**config.mk**
```make
export PLATFORM = sky130hd
export DESIGN_NAME = scl_tgen
export DESIGN_NICKNAME = d
export VERILOG_FILES = /design/src/rtl/scl_tgen_pkg.sv /design/src/rtl/scl_tgen_floor.sv /design/src/rtl/scl_tgen_cfg.sv /design/src/rtl/scl_tgen_fsm.sv /design/src/rtl/scl_tgen.sv
export SDC_FILE = /design/constraint.sdc
export NUM_CORES = 1
export LEC_CHECK = 0
export ABC_CLOCK_PERIOD_IN_PS = 4640
export BUFFER_PORTS_ARGS = -buffer_cell sky130_fd_sc_hd__buf_2
export CAP_MARGIN = 20
export CORE_UTILIZATION = 55
export CTS_CLUSTER_DIAMETER = 120
export DETAILED_ROUTE_END_ITERATION = 8
export GPL_TIMING_DRIVEN = 0
export HOLD_SLACK_MARGIN = 0.12
export MAX_ROUTING_LAYER = met4
export PLACE_DENSITY = 0.85
export SKIP_CTS_REPAIR_TIMING = 1
export SYNTH_ARGS = -nofsm -noshare
export SYNTH_HDL_FRONTEND = slang
export SYNTH_SLANG_ARGS = --single-unit
export TNS_END_PERCENT = 50
```
**constraint.sdc**
```tcl
create_clock -name clk_i -period 4.64 [get_ports clk_i]
set_clock_uncertainty 0.15 [all_clocks]
set_input_delay 0.232 -clock clk_i [delete_from_list [all_inputs] [get_ports clk_i]]
set_output_delay 0.232 -clock clk_i [all_outputs]
set_load 0.01 [all_outputs]
```
**src/rtl/scl_tgen_pkg.sv**
```systemverilog
package scl_tgen_pkg;
  typedef enum logic [1:0] {
    PH_IDLE = 2'd0,
    PH_LOW  = 2'd1,
    PH_REL  = 2'd2,
    PH_HIGH = 2'd3
  } phase_e;

  localparam int unsigned HIGH_FLOOR    = 6;
  localparam int unsigned LOW_FLOOR     = 8;
  localparam int unsigned HIGH_OVERHEAD = 8;
endpackage

```
**src/rtl/scl_tgen_floor.sv**
```systemverilog
module scl_tgen_floor #(
  parameter int          W     = 16,
  parameter int unsigned FLOOR = 6
) (
  input  logic [W-1:0] val_i,
  output logic [W-1:0] val_o
);
  localparam logic [W-1:0] FLOOR_V = W'(FLOOR);
  assign val_o = (val_i < FLOOR_V) ? FLOOR_V : val_i;
endmodule

```
**src/rtl/scl_tgen_cfg.sv**
```systemverilog
module scl_tgen_cfg
  import scl_tgen_pkg::*;
#(
  parameter int CNT_W  = 16,
  parameter int HOLD_W = 8
) (
  input  logic              clk_i,
  input  logic              rst_ni,
  input  logic              load_i,
  input  logic              fast_i,
  input  logic [CNT_W-1:0]  ss_hcnt_i,
  input  logic [CNT_W-1:0]  ss_lcnt_i,
  input  logic [CNT_W-1:0]  fs_hcnt_i,
  input  logic [CNT_W-1:0]  fs_lcnt_i,
  input  logic [HOLD_W-1:0] hold_i,
  output logic [CNT_W-1:0]  hcnt_o,
  output logic [CNT_W-1:0]  lcnt_o,
  output logic [CNT_W-1:0]  hold_o
);
  // index 0: high count, index 1: low count
  logic [CNT_W-1:0] pick    [2];
  logic [CNT_W-1:0] floored [2];
  logic [CNT_W-1:0] hold_ext, hold_lim;

  assign pick[0] = fast_i ? fs_hcnt_i : ss_hcnt_i;
  assign pick[1] = fast_i ? fs_lcnt_i : ss_lcnt_i;

  for (genvar g = 0; g < 2; g++) begin : g_floor
    scl_tgen_floor #(
      .W    (CNT_W),
      .FLOOR((g == 0) ? HIGH_FLOOR : LOW_FLOOR)
    ) u_floor (
      .val_i(pick[g]),
      .val_o(floored[g])
    );
  end

  assign hold_ext = CNT_W'(hold_i);
  // hold beyond the low phase lands on its last cycle
  assign hold_lim = (hold_ext > floored[1]) ? floored[1] : hold_ext;

  always_ff @(posedge clk_i or negedge rst_ni) begin
    if (!rst_ni) begin
      hcnt_o <= CNT_W'(HIGH_FLOOR);
      lcnt_o <= CNT_W'(LOW_FLOOR);
      hold_o <= '0;
    end else if (load_i) begin
      hcnt_o <= floored[0];
      lcnt_o <= floored[1];
      hold_o <= hold_lim;
    end
  end
endmodule

```
**src/rtl/scl_tgen_fsm.sv**
```systemverilog
module scl_tgen_fsm
  import scl_tgen_pkg::*;
#(
  parameter int CNT_W = 16
) (
  input  logic             clk_i,
  input  logic             rst_ni,
  input  logic             run_i,
  input  logic             scl_i,
  input  logic [CNT_W-1:0] hcnt_i,
  input  logic [CNT_W-1:0] lcnt_i,
  input  logic [CNT_W-1:0] hold_i,
  output logic             scl_o,
  output logic             change_o,
  output logic             sample_o,
  output logic             busy_o,
  output logic             load_o
);
  localparam int CW = CNT_W + 1;
  // release cycle adds 1, counted high of tail k lasts k+1
  localparam logic [CW-1:0] HIGH_TAIL = CW'(HIGH_OVERHEAD - 2);

  phase_e        ph;
  logic [CW-1:0] cnt;
  logic          low_end, high_end;

  assign low_end  = (cnt == {1'b0, lcnt_i});
  assign high_end = (cnt == ({1'b0, hcnt_i} + HIGH_TAIL));

  always_ff @(posedge clk_i or negedge rst_ni) begin
    if (!rst_ni) begin
      ph  <= PH_IDLE;
      cnt <= '0;
    end else begin
      unique case (ph)
        PH_IDLE: begin
          cnt <= '0;
          if (run_i) ph <= PH_LOW;
        end
        PH_LOW: begin
          if (low_end) begin
            ph  <= PH_REL;
            cnt <= '0;
          end else begin
            cnt <= cnt + 1'b1;
          end
        end
        PH_REL: begin
          cnt <= '0;
          if (scl_i) ph <= PH_HIGH;
        end
        PH_HIGH: begin
          if (high_end) begin
            ph  <= run_i ? PH_LOW : PH_IDLE;
            cnt <= '0;
          end else begin
            cnt <= cnt + 1'b1;
          end
        end
        default: ph <= PH_IDLE;
      endcase
    end
  end

  assign scl_o    = (ph != PH_LOW);
  assign change_o = (ph == PH_LOW) && (cnt == {1'b0, hold_i});
  assign sample_o = (ph == PH_HIGH) && (cnt == '0);
  assign busy_o   = (ph != PH_IDLE);
  assign load_o   = (ph == PH_IDLE);
endmodule

```
**src/rtl/scl_tgen.sv**
```systemverilog
module scl_tgen #(
  parameter int CNT_W  = 16,
  parameter int HOLD_W = 8
) (
  input  logic              clk_i,
  input  logic              rst_ni,
  input  logic              run_i,
  input  logic              fast_i,
  input  logic [CNT_W-1:0]  ss_hcnt_i,
  input  logic [CNT_W-1:0]  ss_lcnt_i,
  input  logic [CNT_W-1:0]  fs_hcnt_i,
  input  logic [CNT_W-1:0]  fs_lcnt_i,
  input  logic [HOLD_W-1:0] sda_hold_i,
  input  logic              scl_i,
  output logic              scl_o,
  output logic              sda_change_o,
  output logic              sda_sample_o
);
  logic [CNT_W-1:0] cur_hcnt, cur_lcnt, cur_hold;
  logic             busy, load;

  scl_tgen_cfg #(
    .CNT_W (CNT_W),
    .HOLD_W(HOLD_W)
  ) u_cfg (
    .clk_i    (clk_i),
    .rst_ni   (rst_ni),
    .load_i   (load),
    .fast_i   (fast_i),
    .ss_hcnt_i(ss_hcnt_i),
    .ss_lcnt_i(ss_lcnt_i),
    .fs_hcnt_i(fs_hcnt_i),
    .fs_lcnt_i(fs_lcnt_i),
    .hold_i   (sda_hold_i),
    .hcnt_o   (cur_hcnt),
    .lcnt_o   (cur_lcnt),
    .hold_o   (cur_hold)
  );

  scl_tgen_fsm #(
    .CNT_W(CNT_W)
  ) u_fsm (
    .clk_i   (clk_i),
    .rst_ni  (rst_ni),
    .run_i   (run_i),
    .scl_i   (scl_i),
    .hcnt_i  (cur_hcnt),
    .lcnt_i  (cur_lcnt),
    .hold_i  (cur_hold),
    .scl_o   (scl_o),
    .change_o(sda_change_o),
    .sample_o(sda_sample_o),
    .busy_o  (busy),
    .load_o  (load)
  );
endmodule

```
==> results by stage <==
Drt:
- After detailed routing, the number of remaining DRC violations is 0.
- The met2 wire length is 6.44 mm.
- For this block, wires on met1 add up to approximately 5.4 mm.
- The vias after detailed routing is approximately 4.3k.
- The final wirelength is approximately 13 mm.
- The first-pass iteration count of the detailed router is 5.
- Signal routing reaches up to met4.
- The number of nets with antenna violations after detailed routing is 0.
- After detailed routing, the average wire length per cell comes to ~18 um.
- The via density per instance is between 6 and 7.
- The detailed-routed wire length on met3 is about 860 um.
- The detailed router finished its first iteration with between 300 and 400 violations.

Logic synthesis:
- Synthesis produced a netlist whose cell count is 480.
- The share of synthesized registers carrying an async set or reset is between 90% and 100%.
- The primary flip-flop cell chosen by synthesis mapping is dfrtp_1.
- In this run the cell area of the synthesized design comes to roughly 4500 sq um.
- The area fraction of the dominant cell type after synthesis is between 30% and 40%.
- The Yosys warning count is 0.
- By count the netlist is led by dfrtp_1 (64), nor2_1 (55), xor2_1 (40), mux2i_1 (38), a21oi_1 (36).
- By area the synthesized netlist is led by dfrtp_1 (36%), mux2i_1 (8.4%), xor2_1 (7.8%), xnor2_1 (4.7%), nor2_1 (4.6%).
- dfrtp_1 takes more of the synthesized area than any other cell.
- In this run, synthesis inferred 0 flip-flops with an integrated enable.
- The post-synthesis area per instance is about 9.4 sq um.
- The sequential share of the synthesized area is between 30% and 40%.
- The number of different library cells used by synthesis comes to a little over 50.
- The flop and latch count out of synthesis is 67.
- When the netlist entered floorplanning its net count stood at roughly 570.
- The most used standard cell by instance count after synthesis is dfrtp_1.

Cells and area:
- The net count of the finished layout is 697.
- The area growth from synthesis to layout is 24.6%.
- The final cell count without fillers is 711.
- The number of antenna repair diodes is 0.
- The filler cells instantiated in the layout total between 500 and 600.
- The finished cells cover 5610 sq um.
- The proportion of layout cells with a drive suffix above 1 is about a fifth.

Placement:
- The port buffer count is between 70 and 80.
- The setup slack at placement is between 0.5 and 0.6 ns.
- The cell area after placement is 5030 sq um.
- The congestion estimate from routability-driven global placement came to ~0.88.
- After detailed placement, the design holds a cell count of 661.
- After legalization and detailed placement, the total HPWL measured slightly below 9 mm.

Job:
- The number of max-cap violations is 0.

Critical path:
- STA classifies the critical path endpoint as a register.
- The most numerous cell type found on the critical path is o21ai_0.
- The buffers plus inverters on the worst setup path is 3.
- The cell at the slowest stage of the critical path is dlygate4sd3_1.
- The startpoint type of the worst setup path is an input port.
- At the worst endpoint, the arrival time is between 4 and 5 ns.
- On the critical path the largest part of the delay comes from simple AND/OR/NAND/NOR gates.
- Along the worst path, the maximum fanout reaches 8.
- The worst setup path is of the in2reg kind.
- The signal on the critical path passes through dlygate4sd3_1 -> buf_2 -> nor4_1 -> nand3_1 -> o21ai_0 -> nor3b_1 -> nor2_1 -> inv_1 -> ha_1 -> nor2b_1 -> o21a_1 -> o21ai_0 -> a21oi_1 -> o221ai_2 -> mux2i_1 -> mux2_2.
- The required arrival time at the worst endpoint is 4.72 ns.
- The delay of the slowest critical-path stage is 0.54 ns.

Floorplan:
- The I/O pin count is 80.
- The die covers 8560 sq um.
- Measured along the x axis, the die boundary spans between 90 and 100 um.
- The initial utilization of the core area, before any placement, comes to between 50 and 60%.
- After floorplanning, the core was divided into 32 placement rows.
- The area of the core is 7810 sq um.
- In this run the vertical extent of the chip is 92.5 um.

Timing:
- The fmax is approximately 0.25 GHz.
- The max-slew violation count is 0.
- The transition time at the pin with the least slew margin is 0.837 ns.
- Setup repair after global routing left no endpoint under its margin.
- The worst path needs about 4 ns of the cycle, external delays included.
- The worst slew margin relative to its limit is roughly 44%.
- The final-report hold violation count is 0.
- The final critical path takes up a little under 90% of the cycle.
- Setup violations remaining at the end of the flow were counted as 0.
- After layout, the worst setup slack is 0.566 ns.
- The aggregate negative setup slack is 0 ns.

Clocking:
- The CTS root buffer is clkbuf_8.
- The number of buffers on the longest clock path is 2.
- The number of sinks on the clock net is between 60 and 70.
- The clock tree synthesis step divided the H-tree into 3 levels.
- TritonCTS built the clock tree.
- Clock latency on the worst-skew pair, taken at its later pin, is about 0.35 ns.
- The number of buffers added by the clock tree synthesis step is 9.
- After clock tree synthesis, the clock-pin slew on the worst setup and hold paths is about 0.070 ns.

Global routing:
- The global-route congestion overflow total is 0.
- The number of global-route vias before repair is between 4k and 5k.
- The initial antenna violation count is 0.
- The first global-routing pass estimated ~19 mm of wire.
- Entering global routing, the biggest net connects 68 pins.
- The all-layer global routing usage is about 30%.

Power:
- Dividing total power by cell area gives a power density of roughly 240 nW/um^2.
- The analysis attributes to cell leakage a power of 2.64 nW.
- The worst-case IR drop observed on VDD is around 0.14 mV.

Hold path:
- The class of the worst hold path is in2reg.

Status:
- The flow ran to the end, and the final reports show no timing, DRC or antenna violations.
==> per-stage QoR <==
stage | hold WS (ns) | utilization, % | total power, mW
after floorplan | -0.214 | - | 0.641
after global placement | 0.352 | 64.4 | 0.697
after detailed placement | 0.231 | 64.4 | 0.704
after CTS | -0.134 | 67.5 | 1.29
after global routing | 0.111 | 71.9 | 1.36
final | 0.0649 | 71.9 | 1.33
==> sequential cells by signal, indices dropped and copies added, names as in the netlist <==
signal	count
u_cfg.lcnt_o	16
u_cfg.hcnt_o	16
u_cfg.hold_o	16
u_fsm.ph	2
u_fsm.cnt	17
==> metal layers <==
layer	GRT usage [%]	up-vias
met5	-	-
met3	4.11	45
met4	12.4	0
met2	48.6	221
met1	38.0	2072
li1	-	1943
==> report_power, final <==
part | total (mW) | switching [mW] | internal, mW
sequential | 0.584 | 0 | 0.584
combinational | 0.141 | 0.0687 | 0.0720
clock | 0.603 | 0.231 | 0.372
total | 1.33 | 0.299 | 1.03
==> kinds of logic (layout without fill, tap and decap cells) <==
group / after synthesis / count (layout) / share of synthesized area, %
AO/OA/AOI/OAI: 72 / 72 / 10.9
XOR/XNOR: 64 / 64 / 12.4
adder cells (fa/ha/maj): 16 / 16 / 4.44
buffers and inverters: 55 / 184 / 5.19
flip-flops: 67 / 67 / 37.3
multiplexers: 47 / 47 / 10.7
AND/OR/NAND/NOR: 159 / 159 / 19.0
==> cells in the final DEF (no fill, tap or decap), types with 3 or more instances in the layout <==
| cell | n |
|---|---|
| nor2b_1 | 16 |
| and3_1 | 5 |
| nor3_1 | 6 |
| nor3b_1 | 3 |
| a211oi_1 | 5 |
| clkbuf_8 | 10 |
| xor2_1 | 40 |
| nor2_1 | 55 |
| dlygate4sd3_1 | 34 |
| nor4b_1 | 3 |
| mux2i_1 | 38 |
| xnor2_1 | 24 |
| o21ai_0 | 7 |
| nand2_1 | 9 |
| dfstp_2 | 3 |
| nand4_1 | 17 |
| nor4_1 | 16 |
| dfrtp_1 | 64 |
| ha_1 | 16 |
| nand3_1 | 12 |
| mux2_2 | 9 |
| bufinv_16 | 3 |
| a211o_1 | 3 |
| and2_1 | 4 |
| inv_1 | 23 |
| buf_2 | 88 |
| a21oi_1 | 36 |
| and4_1 | 4 |
| clkbuf_1 | 22 |
==> worst reg2reg max path: cells and delay by family, from the launching register on <==
kind | cells | cell delay, ns
buf+inv | 1 | 0.51
simple gates | 2 | 0.42
compound gates | 3 | 1.18
mux | 1 | 0.36
flops | 1 | 0.32
xor+xnor | 1 | 0.21
==> worst paths after layout <==
check / start / endpoint / slack [ns] / cells past startpoint
max: fs_lcnt_i[11] / u_cfg.hold_o[5] / 0.57 / 16
min: ss_lcnt_i[8] / u_cfg.lcnt_o[8] / 0.06 / 3
max reg2reg: u_fsm.cnt[8] / u_fsm.ph[1] / 1.39 / 8
min reg2reg: u_cfg.hcnt_o[2] / u_cfg.hcnt_o[2] / 0.37 / 2
max in group asynchronous: rst_ni / u_cfg.hcnt_o[12] / 3.41 / 2
min in group asynchronous: rst_ni / u_fsm.cnt[10] / 0.37 / 2
==> layout make-up <==
class	instances	area [sq um]	area share, %
clock inverter	4	97.6	1.74
multi-input combinational	358	2590	46.2
buffer	32	148	2.63
inverter	23	86.3	1.54
clock buffer	12	145	2.59
timing repair buffer	113	738	13.1
sequential	67	1680	29.9
tap	102	128	2.27
(Power assumes the default switching activity.)
